### src/rtl/pll_prog_pkg.sv
package pll_prog_pkg;

  // Fixed programming word format
  localparam int WORD_W   = 20;
  localparam int ENH_W    = 8;
  localparam int PDATA_W  = 8;
  localparam int R_W      = 6;
  localparam int M_W      = 9;
  localparam int A_W      = 4;
  localparam int R_PIN_W  = 4;
  localparam int M_PIN_W  = 7;
  localparam int TOP_W    = 4;

  // Control register bit positions
  localparam int ENH_PWR   = 3;
  localparam int ENH_LOAD  = 4;
  localparam int ENH_MSEL  = 5;
  localparam int ENH_PRESC = 6;
  localparam int ENH_MOFF  = 7;

  // Synchronized input bundle indices
  localparam int SI_SCLK  = 0;
  localparam int SI_SDAT  = 1;
  localparam int SI_SWR   = 2;
  localparam int SI_EWR   = 3;
  localparam int SI_HOP   = 4;
  localparam int SI_TOP   = 5;
  localparam int SI_MID   = 6;
  localparam int SI_LOW   = 7;
  localparam int SI_PDATA = 8;
  localparam int SI_W     = SI_PDATA + PDATA_W;

  typedef enum logic [1:0] {
    LOAD_PAR = 2'd0,
    LOAD_SER = 2'd1,
    LOAD_DIR = 2'd2
  } load_mode_e;

  typedef struct packed {
    logic [R_W-1:0] r;
    logic [M_W-1:0] m;
    logic [A_W-1:0] a;
    logic           pre_en;
  } div_set_t;

  function automatic load_mode_e decode_mode(input logic bsel, input logic ssel);
    if (bsel)      return LOAD_DIR;
    else if (ssel) return LOAD_SER;
    else           return LOAD_PAR;
  endfunction

  function automatic div_set_t unpack_word(input logic [WORD_W-1:0] w);
    div_set_t d;
    d.r      = {w[19:18], w[7:4]};
    d.m      = {w[17:16], w[14:8]};
    d.a      = w[3:0];
    d.pre_en = w[15];
    return d;
  endfunction

endpackage

### src/rtl/pll_prog_sync.sv
module pll_prog_sync #(
  parameter int W      = 1,
  parameter int STAGES = 2
) (
  input  logic         clk,
  input  logic         rst_n,
  input  logic [W-1:0] async_i,
  output logic [W-1:0] level_o,
  output logic [W-1:0] rise_o,
  output logic [W-1:0] fall_o
);

  localparam int LAST = STAGES - 1;

  logic [STAGES-1:0][W-1:0] stage_q;
  logic [W-1:0]             prev_q;

  generate
    if (STAGES == 1) begin : g_single
      always_ff @(posedge clk or negedge rst_n) begin
        if (!rst_n) stage_q <= '0;
        else        stage_q[0] <= async_i;
      end
    end else begin : g_chain
      always_ff @(posedge clk or negedge rst_n) begin
        if (!rst_n) begin
          stage_q <= '0;
        end else begin
          stage_q[0] <= async_i;
          for (int s = 1; s < STAGES; s++) stage_q[s] <= stage_q[s-1];
        end
      end
    end
  endgenerate

  always_ff @(posedge clk or negedge rst_n) begin
    if (!rst_n) prev_q <= '0;
    else        prev_q <= stage_q[LAST];
  end

  assign level_o = stage_q[LAST];
  assign rise_o  = stage_q[LAST] & ~prev_q;
  assign fall_o  = ~stage_q[LAST] & prev_q;

endmodule

### src/rtl/pll_prog_word_regs.sv
module pll_prog_word_regs
  import pll_prog_pkg::*;
(
  input  logic               clk,
  input  logic               rst_n,
  input  load_mode_e         mode,
  input  logic               sclk_rise,
  input  logic               sdat,
  input  logic               swr_lvl,
  input  logic               swr_rise,
  input  logic               ewr_lvl,
  input  logic               hop_rise,
  input  logic               top_rise,
  input  logic               mid_rise,
  input  logic               low_rise,
  input  logic [PDATA_W-1:0] pdata,
  output logic [WORD_W-1:0]  prim_o,
  output logic [WORD_W-1:0]  sec_o
);

  logic [WORD_W-1:0] prim_q, prim_d;
  logic [WORD_W-1:0] sec_q;
  logic              prim_en, sec_en;
  logic              shift_en;

  assign shift_en = (mode == LOAD_SER) && sclk_rise && !swr_lvl && !ewr_lvl;

  // primary next state
  always_comb begin
    prim_d  = prim_q;
    prim_en = 1'b0;
    if (mode == LOAD_SER) begin
      if (shift_en) begin
        prim_d  = {prim_q[WORD_W-2:0], sdat};
        prim_en = 1'b1;
      end
    end else if (mode == LOAD_PAR) begin
      if (top_rise) begin
        prim_d[WORD_W-1 -: TOP_W] = pdata[TOP_W-1:0];
        prim_en = 1'b1;
      end
      if (mid_rise) begin
        prim_d[2*PDATA_W-1 -: PDATA_W] = pdata;
        prim_en = 1'b1;
      end
      if (low_rise) begin
        prim_d[PDATA_W-1:0] = pdata;
        prim_en = 1'b1;
      end
    end
  end

  // secondary copy enable
  always_comb begin
    sec_en = 1'b0;
    if (mode == LOAD_SER && swr_rise) sec_en = 1'b1;
    if (mode != LOAD_DIR && hop_rise) sec_en = 1'b1;
  end

  always_ff @(posedge clk or negedge rst_n) begin
    if (!rst_n)       prim_q <= '0;
    else if (prim_en) prim_q <= prim_d;
  end

  always_ff @(posedge clk or negedge rst_n) begin
    if (!rst_n)      sec_q <= '0;
    else if (sec_en) sec_q <= prim_q;
  end

  assign prim_o = prim_q;
  assign sec_o  = sec_q;

endmodule

### src/rtl/pll_prog_enh_reg.sv
module pll_prog_enh_reg
  import pll_prog_pkg::*;
(
  input  logic               clk,
  input  logic               rst_n,
  input  load_mode_e         mode,
  input  logic               sclk_rise,
  input  logic               sdat,
  input  logic               swr_lvl,
  input  logic               ewr_lvl,
  input  logic               ewr_rise,
  input  logic               ewr_fall,
  input  logic [PDATA_W-1:0] pdata,
  output logic [ENH_W-1:0]   enh_o
);

  logic [ENH_W-1:0] stage_q, stage_d;
  logic [ENH_W-1:0] enh_q, enh_d;
  logic             stage_en, enh_en;

  // shift stage next state
  always_comb begin
    stage_en = (mode == LOAD_SER) && sclk_rise && ewr_lvl && !swr_lvl;
    stage_d  = {stage_q[ENH_W-2:0], sdat};
  end

  // control register next state
  always_comb begin
    enh_en = 1'b0;
    enh_d  = enh_q;
    if (mode == LOAD_SER && ewr_fall) begin
      enh_en = 1'b1;
      enh_d  = stage_q;
    end else if (mode == LOAD_PAR && ewr_rise) begin
      enh_en = 1'b1;
      enh_d  = pdata;
    end
  end

  always_ff @(posedge clk or negedge rst_n) begin
    if (!rst_n)        stage_q <= '0;
    else if (stage_en) stage_q <= stage_d;
  end

  always_ff @(posedge clk or negedge rst_n) begin
    if (!rst_n)      enh_q <= '0;
    else if (enh_en) enh_q <= enh_d;
  end

  assign enh_o = enh_q;

endmodule

### src/rtl/pll_prog_regs.sv
module pll_prog_regs
  import pll_prog_pkg::*;
#(
  parameter int SYNC_STAGES = 2
) (
  input  logic               clk,
  input  logic               rst_n,
  input  logic               bsel_direct,
  input  logic               ssel_serial,
  input  logic               sclk,
  input  logic               sdat,
  input  logic               swr,
  input  logic               ewr,
  input  logic               hop,
  input  logic               wr_top,
  input  logic               wr_mid,
  input  logic               wr_low,
  input  logic [PDATA_W-1:0] pdata,
  input  logic               fsel_pri,
  input  logic               enh_en_n,
  input  logic [R_PIN_W-1:0] pin_r,
  input  logic [M_PIN_W-1:0] pin_m,
  input  logic [A_W-1:0]     pin_a,
  input  logic               pin_pre_en,
  output logic [R_W-1:0]     r_div,
  output logic [M_W-1:0]     m_div,
  output logic [A_W-1:0]     a_cnt,
  output logic               pre_en,
  output logic               pwr_down,
  output logic               cnt_load,
  output logic               dout_msel,
  output logic               dout_presc,
  output logic               mon_off
);

  localparam int RST_STAGES = 2;

  // reset: asynchronous assert, synchronous release
  logic [RST_STAGES-1:0] rst_pipe;
  logic                  rst_q_n;

  always_ff @(posedge clk or negedge rst_n) begin
    if (!rst_n) rst_pipe <= '0;
    else        rst_pipe <= {rst_pipe[RST_STAGES-2:0], 1'b1};
  end
  assign rst_q_n = rst_pipe[RST_STAGES-1];

  // input synchronization
  logic [SI_W-1:0] async_bus, sync_lvl, sync_rise, sync_fall;

  assign async_bus = {pdata, wr_low, wr_mid, wr_top, hop, ewr, swr, sdat, sclk};

  pll_prog_sync #(.W(SI_W), .STAGES(SYNC_STAGES)) u_sync (
    .clk     (clk),
    .rst_n   (rst_q_n),
    .async_i (async_bus),
    .level_o (sync_lvl),
    .rise_o  (sync_rise),
    .fall_o  (sync_fall)
  );

  load_mode_e mode;
  assign mode = decode_mode(bsel_direct, ssel_serial);

  logic [WORD_W-1:0] prim_q, sec_q;
  logic [ENH_W-1:0]  enh_q;

  pll_prog_word_regs u_word (
    .clk       (clk),
    .rst_n     (rst_q_n),
    .mode      (mode),
    .sclk_rise (sync_rise[SI_SCLK]),
    .sdat      (sync_lvl[SI_SDAT]),
    .swr_lvl   (sync_lvl[SI_SWR]),
    .swr_rise  (sync_rise[SI_SWR]),
    .ewr_lvl   (sync_lvl[SI_EWR]),
    .hop_rise  (sync_rise[SI_HOP]),
    .top_rise  (sync_rise[SI_TOP]),
    .mid_rise  (sync_rise[SI_MID]),
    .low_rise  (sync_rise[SI_LOW]),
    .pdata     (sync_lvl[SI_PDATA +: PDATA_W]),
    .prim_o    (prim_q),
    .sec_o     (sec_q)
  );

  pll_prog_enh_reg u_enh (
    .clk       (clk),
    .rst_n     (rst_q_n),
    .mode      (mode),
    .sclk_rise (sync_rise[SI_SCLK]),
    .sdat      (sync_lvl[SI_SDAT]),
    .swr_lvl   (sync_lvl[SI_SWR]),
    .ewr_lvl   (sync_lvl[SI_EWR]),
    .ewr_rise  (sync_rise[SI_EWR]),
    .ewr_fall  (sync_fall[SI_EWR]),
    .pdata     (sync_lvl[SI_PDATA +: PDATA_W]),
    .enh_o     (enh_q)
  );

  // divider output selection
  div_set_t sel_set;

  always_comb begin
    if (mode == LOAD_DIR) begin
      sel_set.r      = {{(R_W-R_PIN_W){1'b0}}, pin_r};
      sel_set.m      = {{(M_W-M_PIN_W){1'b0}}, pin_m};
      sel_set.a      = pin_a;
      sel_set.pre_en = pin_pre_en;
    end else if (fsel_pri) begin
      sel_set = unpack_word(prim_q);
    end else begin
      sel_set = unpack_word(sec_q);
    end
  end

  assign r_div  = sel_set.r;
  assign m_div  = sel_set.m;
  assign a_cnt  = sel_set.a;
  assign pre_en = sel_set.pre_en;

  // gated control outputs
  logic enh_gate;
  assign enh_gate   = ~enh_en_n;
  assign pwr_down   = enh_gate & enh_q[ENH_PWR];
  assign cnt_load   = enh_gate & enh_q[ENH_LOAD];
  assign dout_msel  = enh_gate & enh_q[ENH_MSEL];
  assign dout_presc = enh_gate & enh_q[ENH_PRESC];
  assign mon_off    = enh_gate & enh_q[ENH_MOFF];

endmodule

### config.mk
export PLATFORM = sky130hd
export DESIGN_NAME = pll_prog_regs
export DESIGN_NICKNAME = d
export VERILOG_FILES = /design/src/rtl/pll_prog_pkg.sv /design/src/rtl/pll_prog_sync.sv /design/src/rtl/pll_prog_word_regs.sv /design/src/rtl/pll_prog_enh_reg.sv /design/src/rtl/pll_prog_regs.sv
export SDC_FILE = /design/constraint.sdc
export NUM_CORES = 1
export LEC_CHECK = 0
export ABC_CLOCK_PERIOD_IN_PS = 3900
export CORE_ASPECT_RATIO = 0.7
export CORE_UTILIZATION = 53
export CTS_CLUSTER_DIAMETER = 120
export DETAILED_ROUTE_END_ITERATION = 12
export PLACE_DENSITY = 0.77
export REMOVE_ABC_BUFFERS = 1
export SYNTH_ARGS = -nofsm -noshare
export SYNTH_HDL_FRONTEND = slang
export SYNTH_SLANG_ARGS = --single-unit
### constraint.sdc
create_clock -name clk -period 3.9 [get_ports clk]
set_input_delay 0.78 -clock clk [delete_from_list [all_inputs] [get_ports clk]]
set_output_delay 0.78 -clock clk [all_outputs]
set_load 0.005 [all_outputs]
=== Word level (Yosys, flattened, before mapping) ===
Cells that the tools add are included.

* Register bits: 98
* Output and inout port bits: 25

* Eq/ne operators: 4
* Mux-type cells: 22
* Bitwise operators: 10
* Reduce and logical (&&, ||, !) cells: 21

{| class="wikitable"
|+ Operator list
! operator !! number
|-
| $mux W20 || 5
|-
| $mux W8 || 4
|-
| $reduce_and A4 Y1 || 3
|-
| $mux W1 || 11
|-
| $reduce_bool A2 Y1 || 5
|-
| $logic_and A1 B1 Y1 || 9
|-
| $and A8 B8 Y8 || 1
|-
| $not A8 Y8 || 1
|-
| $and A1 B1 Y1 || 5
|-
| $and A4 B4 Y4 || 1
|-
| $mux W4 || 1
|-
| $ne A2 B2 Y1 const B || 2
|-
| $not A4 Y4 || 1
|-
| $eq A2 B1 Y1 const B || 1
|-
| $eq A2 B2 Y1 const B || 1
|-
| $logic_not A1 Y1 || 2
|-
| $logic_not A2 Y1 || 1
|-
| $mux W2 || 1
|-
| $reduce_and A2 Y1 || 1
|-
| $not A1 Y1 || 1
|}

=== Logic depth before layout (Yosys ltp) ===
Gate-level depths: netlist of run 1.

* Depth in word-level cells: 9
* Depth in mapped cells: 6
* Depth with buffers taken out: 4

=== Modules after synthesis ===
From an unflattened synthesis of run 1, not the netlist that was laid out.

* Cells, all modules: 353
* Area, all modules: 4490.6 µm²

{| class="wikitable"
|+ By module, submodules not included
! module !! times used !! cells each !! area each (µm²)
|-
| pll_prog_word_regs || 1 || 130 || 1689.1
|-
| pll_prog_sync || 1 || 96 || 1601.5
|-
| pll_prog_enh_reg || 1 || 56 || 710.7
|-
| pll_prog_regs || 1 || 71 || 489.2
|}

=== Worst setup path after synthesis of run 1 ===
OpenSTA, ideal clock, no wires.

* Path kind: input to output
* Start: input fsel_pri
* End: output a_cnt[0]
* Arrival time: 1536 ps
* Path slack: 1584 ps
* Stages: 3
* Buffers on the path: 1
* Path through: clkbuf_1 > mux2i_1 > o21ai_0

* Word-level cells in the longest chain between the ends: 2

{| class="wikitable"
|+ RTL lines
! element !! line !! text
|-
| from (decl) || pll_prog_regs.sv:19 || <nowiki>input logic fsel_pri,</nowiki>
|-
| $mux W20 || pll_prog_regs.sv:109 || <nowiki>end else if (fsel_pri) begin</nowiki>
|-
| $mux W20 || pll_prog_regs.sv:104 || <nowiki>if (mode == LOAD_DIR) begin</nowiki>
|-
| to (decl) || pll_prog_regs.sv:27 || <nowiki>output logic [A_W-1:0] a_cnt,</nowiki>
|}

Every way passes these cells.

=== Worst setup path in the final report of run 1 ===
* Start: input fsel_pri
* End: output m_div[1]

* Word-level cells in the longest chain between the ends: 2

{| class="wikitable"
|+ RTL lines
! element !! line !! text
|-
| $mux W20 || pll_prog_regs.sv:109 ||
|-
| $mux W20 || pll_prog_regs.sv:104 ||
|-
| to (decl) || pll_prog_regs.sv:26 || <nowiki>output logic [M_W-1:0] m_div,</nowiki>
|}

Every way passes these cells.

==> key figures, run 1 <==
Status
  • Outcome: finished, final reports clean

STA
  • Maximum clock frequency: 314.1 MHz
  • Worst Tran Pin Value: 1.110 ns
  • Worst slew slack as a fraction of its limit: 25.98%
  • Final critical delay including setup and external delays: 3.183 ns
  • Setup skew after layout: 0.01344 ns
  • Final hold violation count: 0
  • Setup repair after global routing missed its margin: false
  • Setup TNS: 0 ns
  • Total count of max-transition violations in the final report: 0
  • Count of endpoints failing setup in the final report: 0
  • Period Utilization, post-route: 81.63%

Routing
  • Final ANT Viol Nets: 0
  • DRC violation count after routing: 0
  • Number of DRC markers in iteration 0: 121
  • Average wire per standard cell: 14.87 microns
  • Final wirelength: 6959 microns
  • Detailed-router iteration count before antenna repair: 4
  • Vias per Instance: 5.171
  • Routed vias: 2420

Clock network
  • CTS sink cnt: 94
  • Resized Gates After CTS: 0
  • Number of buffers on the longest clock path: 2
  • Clock tree from TritonCTS: yes
  • Post-CTS Hold Buffers: 0
  • Buffer type at the clock tree root: sky130_fd_sc_hd__clkbuf_8
  • Clk slew on worst S/H paths: 0.09 ns
  • Worst-Skew Late Latency: 0.36 ns
  • Setup fix buffers added after clock tree synthesis: 0
  • Count of H-tree levels built during CTS: 3
  • TritonCTS Buffers: 9

Worst setup path
  • Top cell by count, worst path: sky130_fd_sc_hd__clkdlybuf4s50_1
  • Required time of the worst setup path: 3.12 ns
  • CP delay by family, top: buffers and inverters
  • Worst path bufs/invs: 3
  • Slack of the worst reg-to-reg path: 1.99 ns
  • Maximum net fanout on the critical path: 20
  • Crit-path slowest cell: sky130_fd_sc_hd__clkdlybuf4s50_1
  • CP Launch Type: input port
  • Crit Path Class: input port to output pin
  • Chain of cells forming the critical path: clkdlybuf4s50_1 > buf_4 > mux2i_1 > o21ai_0 > clkdlybuf4s50_1
  • CP endpoint kind: output pin
  • Worst EP arrival: 2.40 ns
  • Critical Path Max Stage Delay: 0.53 ns

Power and ir drop
  • Leak: 2.121 nW
  • Largest vdd supply drop: 321.5 uV
  • Total power per unit cell area: 510.4 nW/um^2

Floorplan
  • Core area: 6819 sq um
  • Starting density of the core: 55.60%
  • Cell row count: 25
  • Ports placed on the boundary: 63
  • Horizontal die dimension: 103.1 microns
  • Die Area: 7500 sq um
  • Overall die height: 72.76 microns

Final layout
  • Area added between synthesis and finish: 24.16%
  • ANT cells: 0
  • Number of fill cells: 525
  • Multi-input gate area: 1363 sq um
  • Post-layout net count: 407
  • Reg area: 2356 sq um
  • Utilization of the core after routing: 69.03%
  • Fraction of final layout cells with drive strength greater than 1: 19.25%

Logic synthesis
  • Sequential share of the synthesized area: 62.05%
  • Total of warnings raised by yosys: 0
  • Prevailing post-synth register cell: sky130_fd_sc_hd__dfrtp_1
  • Synth unique cells: 28
  • Mapped Cells: 306
  • Total of flip-flops plus latches after synthesis: 94
  • Post-synthesis average cell area: 12.39 sq um
  • EDFF count, synth: 0
  • Async set or reset register ratio after synthesis: 100.0%
  • Total standard cell area after synthesis: 3791 sq um

Placed design
  • HPWL after DPL: 4730 microns
  • Placer's final routability congestion estimate: 0.7761
  • Buffers added on ports: 62

GRT
  • Vias in the first global route: 2479
  • Remaining global-route overflow: 0
  • Wire length of the first global-routing pass: 11870 microns
  • Initial antenna violation count: 0
  • Total global routing track utilization: 21.53%
  • Maximum number of pins on one net before global-route repair: 93

Job
  • Number of maximum-capacitance constraint violations: 0

Worst hold path
  • Worst hold path class: flop to flop
-- final cells by class --
| class | instances | area share, % |
|---|---|---|
| clock buffer | 10 | 2.924 |
| clock inverter | 6 | 1.515 |
| inverter | 5 | 0.3987 |
| multi-input combinational | 194 | 28.95 |
| sequential | 94 | 50.05 |
| tap | 94 | 2.499 |
| timing repair buffer | 65 | 13.66 |
-- metrics by stage --
step | hold WS, ns | std cells | power [mW] | cell area [sq um] | setup WS, ns
after floorplan | 0.3312 | 293 | 1.545 | 3730 | 1.088
after global placement | 0.3320 | 452 | 1.746 | 4498 | 0.7271
after detailed placement | 0.3347 | 452 | 1.772 | 4498 | 0.7300
after CTS | 0.3494 | 468 | 2.419 | 4707 | 0.6966
after global routing | 0.3614 | 468 | 2.535 | 4707 | 0.5761
final | 0.3452 | 468 | 2.403 | 4707 | 0.7166
-- power breakdown --
group	switching, mW	internal (mW)
Combinational	0.155	0.293
Sequential	0.140	1.16
Clock	0.338	0.317
-- kinds of logic after synthesis --
family | share of synthesized area (%)
buffers and inverters | 2.112
other | 0.09891
flip-flops | 62.05
AND/OR/NAND/NOR | 11.95
AO/OA/AOI/OAI | 4.257
multiplexers | 19.54
-- state kept, by name, summed over array words and instances, names as in the netlist --
signal	flops
u_word.prim_o	20
u_word.sec_o	20
u_sync.level_o	16
u_sync.stage_q	16
u_enh.stage_q	8
u_sync.prev_q	7
u_enh.enh_o	5
rst_pipe	2
-- cell usage after synthesis, types with 2 or more instances --
library cell	number	area share (%)
sky130_fd_sc_hd__nor3_4	2	0.86
sky130_fd_sc_hd__buf_1	2	0.20
sky130_fd_sc_hd__buf_2	4	0.53
sky130_fd_sc_hd__nor3b_1	2	0.40
sky130_fd_sc_hd__o22ai_1	2	0.33
sky130_fd_sc_hd__nand2_1	65	6.4
sky130_fd_sc_hd__clkbuf_1	6	0.59
sky130_fd_sc_hd__o21ai_0	19	2.5
sky130_fd_sc_hd__nand2b_1	3	0.50
sky130_fd_sc_hd__mux2_1	2	0.59
sky130_fd_sc_hd__inv_1	5	0.50
sky130_fd_sc_hd__a21oi_1	3	0.40
sky130_fd_sc_hd__dfrtp_1	94	62
sky130_fd_sc_hd__nand3b_1	2	0.40
sky130_fd_sc_hd__nor2b_1	3	0.50
sky130_fd_sc_hd__a22oi_1	3	0.59
sky130_fd_sc_hd__mux2i_1	20	5.3
sky130_fd_sc_hd__mux2_2	46	14
sky130_fd_sc_hd__nor2_1	14	1.4
-- layer usage --
| metal | wire length, microns | share of wire (%) | vias up | GRT usage [%] |
|---|---|---|---|---|
| li1 | - | - | 1153 | - |
| met1 | 3268 | 47 | 1199 | 28.49 |
| met2 | 3276 | 47 | 58 | 35.04 |
| met3 | 306 | 4.4 | 10 | 6.322 |
| met4 | 108 | 1.6 | 0 | 6.103 |
| met5 | 0 | 0 | - | 0 |
-- final timing paths --
kind | from | to | cells after the start
worst max-delay path | fsel_pri | m_div[1] | 5
worst min-delay path | u_sync.stage_q[13] | u_sync.level_o[13] | 0
worst max register to register | u_sync.level_o[2] | u_word.prim_o[7] | 4
worst min register to register | u_sync.stage_q[13] | u_sync.level_o[13] | 0
max in group asynchronous | rst_pipe[1] | u_sync.prev_q[3] | 0
min in group asynchronous | rst_pipe[1] | u_sync.prev_q[2] | 0
-- cell usage in the layout, fill, tap and decap left out, drive strengths merged, types with 3 or more instances in the layout --
| cell | count |
|---|---|
| a21oi | 4 |
| a22oi | 3 |
| buf | 3 |
| clkbuf | 10 |
| clkdlybuf4s50 | 62 |
| clkinv | 3 |
| dfrtp | 94 |
| inv | 5 |
| mux2 | 48 |
| mux2i | 20 |
| nand2 | 65 |
| nand2b | 3 |
| nor2 | 14 |
| nor2b | 4 |
| nor3 | 3 |
| o21ai | 19 |
Power figures use the tool's default switching activity.
==> run 2: changes to the inputs <==
--- a/config.mk
+++ b/config.mk
@@ -5,7 +5,7 @@
 export SDC_FILE = /design/constraint.sdc
 export NUM_CORES = 1
 export LEC_CHECK = 0
-export ABC_CLOCK_PERIOD_IN_PS = 3900
+export ABC_CLOCK_PERIOD_IN_PS = 3220
 export CORE_ASPECT_RATIO = 0.7
 export CORE_UTILIZATION = 53
 export CTS_CLUSTER_DIAMETER = 120
==> constraint.sdc (replaced) <==
create_clock -name clk -period 3.22 [get_ports clk]
set_input_delay 0.644 -clock clk [delete_from_list [all_inputs] [get_ports clk]]
set_output_delay 0.644 -clock clk [all_outputs]
set_load 0.005 [all_outputs]
==> run 2 against run 1 <==
Non-clock buffer count grew 1. Critical path type unchanged. Count of clock-buffer cells in the layout shrank 1. Clock skew shrank 0.0043 ns. Combinational power grew 22%. Sequential power grew 21%. Global-route usage shrank 1.1 points. Clock power grew 27%. Critical endpoint is now a_cnt[0]. Utilization grew 0.68 points. Die area is the same. Largest cell class unchanged. Via count shrank 0.54%. Register-to-register slack lost 0.62 ns.
==> key figures, run 2 (synthesized netlist as in run 1, its figures left out) <==
Worst setup path
  • Worst EP arrival: 2.17 ns (-0.23 ns)
  • Reg-to-Reg Start: u_sync.level_o[2]
  • Required time of the worst setup path: 2.58 ns (-0.54 ns)
  • CP Launch Type: input port
  • Crit-path slowest cell: sky130_fd_sc_hd__clkdlybuf4s50_1
  • Crit Path Class: input port to output pin
  • Chain of cells forming the critical path: clkdlybuf4s50_1 > buf_12 > mux2i_1 > o21ai_0 > clkdlybuf4s50_1
  • Worst R2R Path Depth: 4 (unchanged)
  • Critical Path Max Stage Delay: 0.53 ns (about the same)
  • Slack of the worst reg-to-reg path: 1.37 ns (-0.62 ns)
  • Maximum net fanout on the critical path: 20 (unchanged)
  • Top cell by count, worst path: sky130_fd_sc_hd__clkdlybuf4s50_1
  • CP endpoint kind: output pin
  • Destination of the worst register-to-register timing path: u_word.prim_o[7]

Worst hold path
  • Worst hold path class: flop to flop
  • Worst Hold Depth: 0 (unchanged)
  • Launch instance of the worst min-delay path: rst_pipe[0]
  • End point of the most critical hold path: rst_pipe[1]

Floorplan
  • Overall die height: 72.76 microns (unchanged)
  • Core area: 6819 sq um (unchanged)
  • Ports placed on the boundary: 63 (unchanged)
  • Horizontal die dimension: 103.1 microns (unchanged)
  • Starting density of the core: 55.60% (unchanged)
  • Die Area: 7500 sq um (unchanged)
  • Cell row count: 25 (unchanged)

Routing
  • DRC violation count after routing: 0 (unchanged)
  • Number of DRC markers in iteration 0: 103 (-15%)
  • Routed vias: 2407 (-0.54%)
  • Final wirelength: 6675 microns (-4.1%)
  • Vias per Instance: 5.132 (-0.75%)
  • Detailed-router iteration count before antenna repair: 4 (unchanged)
  • Average wire per standard cell: 14.23 microns (-4.3%)
  • Final ANT Viol Nets: 0 (unchanged)

Clock network
  • Resized Gates After CTS: 0 (unchanged)
  • Buffer type at the clock tree root: sky130_fd_sc_hd__clkbuf_8
  • Post-CTS Hold Buffers: 0 (unchanged)
  • Clk slew on worst S/H paths: 0.08 ns (about the same)
  • TritonCTS Buffers: 9 (unchanged)
  • CTS sink cnt: 94 (unchanged)
  • Setup fix buffers added after clock tree synthesis: 0 (unchanged)
  • Worst-Skew Late Latency: 0.35 ns (about the same)
  • Count of H-tree levels built during CTS: 3 (unchanged)
  • Number of buffers on the longest clock path: 2 (unchanged)
  • Clock tree from TritonCTS: yes

STA
  • Final critical delay including setup and external delays: 2.810 ns
  • Total count of max-transition violations in the final report: 0 (unchanged)
  • Setup TNS: 0 ns (unchanged)
  • Final hold violation count: 0 (unchanged)
  • Count of endpoints failing setup in the final report: 0 (unchanged)
  • Setup skew after layout: 0.009188 ns (-0.004250 ns)
  • Maximum clock frequency: 355.9 MHz
  • Minimum setup slack in the final design: 0.4099 ns (-0.3067 ns)
  • Period Utilization, post-route: 87.27%
  • Worst slew slack as a fraction of its limit: 26.13% (+0.15 points)
  • Hold Worst Slack: 0.3518 ns (+0.006553 ns)
  • Setup repair after global routing missed its margin: false
  • Worst Tran Pin Value: 1.108 ns (-0.002181 ns)

Status
  • Outcome: finished, final reports clean

GRT
  • Wire length of the first global-routing pass: 11270 microns (-5.1%)
  • Total global routing track utilization: 20.44% (-1.1 points)
  • Maximum number of pins on one net before global-route repair: 93 (unchanged)
  • Vias in the first global route: 2391 (-3.5%)
  • Initial antenna violation count: 0 (unchanged)
  • Remaining global-route overflow: 0 (unchanged)

Power and ir drop
  • Largest vdd supply drop: 407.9 uV (+27%)
  • Leak: 2.146 nW (+1.2%)
  • Total power per unit cell area: 620.4 nW/um^2 (+22%)

Final layout
  • ANT cells: 0 (unchanged)
  • Area added between synthesis and finish: 25.38%
  • Post-layout net count: 408 (+0.25%)
  • Post-route insts no fill: 469 (+0.21%)
  • Total non-filler cell area in the finished layout: 4753 sq um (+0.98%)
  • Fraction of final layout cells with drive strength greater than 1: 19.47% (+0.22 points)
  • Most frequent standard cell in the layout excluding fill and tap cells: sky130_fd_sc_hd__dfrtp_1
  • Leading cell types in the layout, fill and taps excluded: sky130_fd_sc_hd__dfrtp_1 (93), sky130_fd_sc_hd__nand2_1 (65), sky130_fd_sc_hd__clkdlybuf4s50_1 (62), sky130_fd_sc_hd__mux2_2 (46), sky130_fd_sc_hd__mux2i_1 (20)

Placed design
  • Standard cell area after detailed placement: 4531 sq um (+0.72%)
  • Worst-case setup slack after placement: 0.4142 ns (-0.3159 ns)
  • Total placed cells including tap cells: 453 (+0.22%)
  • Buffers added on ports: 62 (unchanged)
  • HPWL after DPL: 4491 microns (-5.1%)
  • Placer's final routability congestion estimate: 0.7873 (+1.4%)

Job
  • Number of maximum-capacitance constraint violations: 0 (unchanged)
==> run 2: cell type report <==
type	instances	area, sq um
multi-input cells	194	1363
well taps	94	117.6
clock inverters	7	98.84
repair buffers	66	675.6
fillers	504	2066
clock buffers	9	123.9
flip-flops and latches	94	2356
inverters	5	18.77
==> run 2: report_power, final <==
part	switching, mW	internal [mW]
combinational	0.187	0.359
sequential	0.169	1.41
clock	0.390	0.439
total	0.746	2.20
==> run 2: metrics by stage <==
step,utilization (%),power (mW)
finish,69.71,2.949
CTS,69.71,2.977
floorplan,-,1.871
detailed placement,66.44,2.149
global placement,66.44,2.121
global route,69.71,3.121
==> run 2: worst max path at each step <==
| stage | start | to | slack, ns |
|---|---|---|---|
| after floorplan | rst_pipe[1] | u_enh.enh_o[3] | 0.41 |
| after global placement | fsel_pri | a_cnt[0] | 0.45 |
| after detailed placement | fsel_pri | m_div[3] | 0.41 |
| after CTS | fsel_pri | m_div[3] | 0.41 |
| after global routing | fsel_pri | m_div[4] | 0.31 |
| final | fsel_pri | a_cnt[0] | 0.41 |
==> run 2: worst max-delay path, delay by kind of cell <==
kind	cells	cell delay (ns)
mux	1	0.09
compound gates	1	0.17
buf+inv	3	1.24
==> run 2: routing by layer <==
layer | part of all wire [%] | track usage [%]
met5 | 0 | 0
met4 | 0.60 | 6.260
met3 | 4.7 | 6.130
met2 | 46 | 30.89
met1 | 49 | 28.91
==> run 3: changes to the inputs <==
--- a/config.mk
+++ b/config.mk
@@ -7,11 +7,12 @@
 export LEC_CHECK = 0
 export ABC_CLOCK_PERIOD_IN_PS = 3220
 export CORE_ASPECT_RATIO = 0.7
-export CORE_UTILIZATION = 53
+export CORE_UTILIZATION = 55
 export CTS_CLUSTER_DIAMETER = 120
 export DETAILED_ROUTE_END_ITERATION = 12
 export PLACE_DENSITY = 0.77
 export REMOVE_ABC_BUFFERS = 1
 export SYNTH_ARGS = -nofsm -noshare
 export SYNTH_HDL_FRONTEND = slang
+export SYNTH_HIERARCHICAL = 1
 export SYNTH_SLANG_ARGS = --single-unit
==> run 3 against run 2 <==
Hold slack hardly changed. Combinational power down 16%. Clock power rose by 2%. Sequential share of layout area is 0.32 points higher. Maximum frequency down 1.7%. Flip-flop and latch count unchanged. Utilization decreased by 0.12 points. Cell count decreased by 3.4%. Highest routed layer unchanged.
==> key figures, run 3 <==
Status
  • Outcome: finished, final reports clean

Final layout
  • Most frequent standard cell in the layout excluding fill and tap cells: sky130_fd_sc_hd__dfrtp_1
  • Leading cell types in the layout, fill and taps excluded: sky130_fd_sc_hd__dfrtp_1 (93), sky130_fd_sc_hd__clkdlybuf4s50_1 (61), sky130_fd_sc_hd__nand2_1 (43), sky130_fd_sc_hd__mux2i_1 (20), sky130_fd_sc_hd__mux2_1 (20)
  • ANT cells: 0 (unchanged)
  • Area added between synthesis and finish: 21.42%
  • Fraction of final layout cells with drive strength greater than 1: 16.43% (-3.0 points)
  • Utilization of the core after routing: 69.59% (-0.12 points)
  • Post-layout net count: 392 (-3.9%)

STA
  • Worst slew slack as a fraction of its limit: 26.25% (+0.12 points)
  • Setup repair after global routing missed its margin: false
  • Final critical delay including setup and external delays: 2.858 ns (+0.04813 ns)
  • Count of endpoints failing setup in the final report: 0 (unchanged)
  • Setup skew after layout: 0.01082 ns (+0.001634 ns)
  • Setup TNS: 0 ns (unchanged)
  • Final hold violation count: 0 (unchanged)
  • Total count of max-transition violations in the final report: 0 (unchanged)
  • Worst Tran Pin Value: 1.106 ns (-0.001755 ns)
  • Period Utilization, post-route: 88.77% (+1.5 points)
  • Minimum setup slack in the final design: 0.3618 ns (-0.04813 ns)
  • Hold Worst Slack: 0.3519 ns (+0.0001060 ns)
  • Maximum clock frequency: 349.9 MHz (-1.7%)

Worst setup path
  • Destination of the worst register-to-register timing path: u_word/prim_o[3]
  • Crit Path Class: input port to output pin
  • Last element of the critical path: a_cnt[1]
  • CP Launch Type: input port
  • CP startpoint: fsel_pri
  • Slack of the worst reg-to-reg path: 1.36 ns (about the same)
  • Reg-to-Reg Start: u_sync/prev_q[0]
  • Worst EP arrival: 2.21 ns (+0.04 ns)
  • Required time of the worst setup path: 2.58 ns (about the same)
  • Maximum net fanout on the critical path: 20 (unchanged)
  • CP endpoint kind: output pin
  • Worst R2R Path Depth: 4 (unchanged)

Logic synthesis
  • Total standard cell area after synthesis: 3890 sq um (+2.6%)
  • Total of warnings raised by yosys: 6 (+6)
  • Post-synthesis average cell area: 12.84 sq um (+3.6%)
  • Mapped Cells: 303 (-0.98%)

Routing
  • Final ANT Viol Nets: 0 (unchanged)
  • Number of DRC markers in iteration 0: 119 (+16%)
  • Detailed-router iteration count before antenna repair: 4 (unchanged)
  • Vias per Instance: 5.382 (+4.9%)
  • DRC violation count after routing: 0 (unchanged)
  • Final wirelength: 6782 microns (+1.6%)
  • Average wire per standard cell: 14.97 microns (+5.2%)
  • Routed vias: 2438 (+1.3%)
  • DR WL met2: 3113 microns (+2.3%)
  • Length of routed met3 wiring: 293 microns (-6.4%)
  • Met1 WL: 3292 microns (+0.49%)
  • Highest metal used: met4

Floorplan
  • Die Area: 7418 sq um (-1.1%)
  • Overall die height: 72.36 microns (-0.55%)
  • Core area: 6788 sq um (-0.46%)
  • Ports placed on the boundary: 63 (unchanged)
  • Horizontal die dimension: 102.5 microns (-0.55%)
  • Starting density of the core: 57.31% (+1.7 points)
  • Cell row count: 25 (unchanged)

Clock network
  • Resized Gates After CTS: 0 (unchanged)
  • Number of buffers on the longest clock path: 2 (unchanged)
  • Count of H-tree levels built during CTS: 3 (unchanged)
  • Post-CTS Hold Buffers: 0 (unchanged)
  • Buffer type at the clock tree root: sky130_fd_sc_hd__clkbuf_8
  • CTS sink cnt: 94 (unchanged)
  • Worst-Skew Late Latency: 0.35 ns (about the same)
  • Clk slew on worst S/H paths: 0.09 ns (about the same)
  • TritonCTS Buffers: 9 (unchanged)
  • Setup fix buffers added after clock tree synthesis: 0 (unchanged)
  • Clock tree from TritonCTS: yes

Placed design
  • Placer's final routability congestion estimate: 0.7902 (+0.37%)
  • HPWL after DPL: 4628 microns (+3.1%)
  • Buffers added on ports: 62 (unchanged)
  • Worst-case setup slack after placement: 0.3857 ns (-0.02841 ns)

GRT
  • Remaining global-route overflow: 0 (unchanged)
  • Total global routing track utilization: 20.27% (-0.18 points)
  • Vias in the first global route: 2281 (-4.6%)
  • Initial antenna violation count: 0 (unchanged)
  • Wire length of the first global-routing pass: 11010 microns (-2.3%)
  • Maximum number of pins on one net before global-route repair: 93 (unchanged)

Power and ir drop
  • Leak: 2.015 nW (-6.1%)
  • Total design power: 2.810 mW (-4.7%)
  • Largest vdd supply drop: 276.7 uV (-32%)
  • Total power per unit cell area: 594.8 nW/um^2 (-4.1%)

Job
  • Number of maximum-capacitance constraint violations: 0 (unchanged)

Worst hold path
  • Worst hold path class: flop to flop
==> run 3: final cells by class <==
type	instances	area (sq um)
fillers	527	2064
clock inverters	6	92.59
clock buffers	10	127.6
well taps	94	117.6
repair buffers	66	658.1
multi-input cells	183	1371
flip-flops and latches	94	2356
==> run 3: critical path, stage by stage <==
cell and delay (ns):
sky130_fd_sc_hd__clkdlybuf4s50_1 0.51, sky130_fd_sc_hd__buf_12 0.20, sky130_fd_sc_hd__mux2i_1 0.27, sky130_fd_sc_hd__o21ai_1 0.10, sky130_fd_sc_hd__clkdlybuf4s50_1 0.48
==> run 3: per-layer routing <==
layer / vias to the layer above / GRT usage (%)
met2: 50 / 30.30
met3: 9 / 5.202
met4: 0 / 8.095
met1: 1222 / 28.64
li1: 1157 / -
met5: - / 0
==> run 3: worst min path at each step <==
stage / to / depth (start not counted) / start
after floorplan: rst_pipe[1] / 0 / rst_pipe[0]
after global placement: u_sync/level_o[2] / 0 / u_sync/stage_q[2]
after detailed placement: u_sync/level_o[8] / 0 / u_sync/stage_q[8]
after CTS: u_sync/level_o[8] / 0 / u_sync/stage_q[8]
after global routing: u_sync/level_o[11] / 0 / u_sync/stage_q[11]
final: u_sync/level_o[1] / 0 / u_sync/stage_q[1]
==> run 3: stage by stage <==
step | area [sq um] | instances
3_5_place_dp | 4503 | 437
5_1_grt | 4723 | 453
6_report | 4723 | 453
3_3_place_gp | 4503 | 437
2_1_floorplan | 3724 | 277
4_1_cts | 4723 | 453
==> run 3: power breakdown <==
part / total (mW) / internal (mW) / switching (mW)
Sequential: 1.51 / 1.36 / 0.141
Combinational: 0.461 / 0.301 / 0.160
Clock: 0.843 / 0.443 / 0.400
Total: 2.81 / 2.11 / 0.701
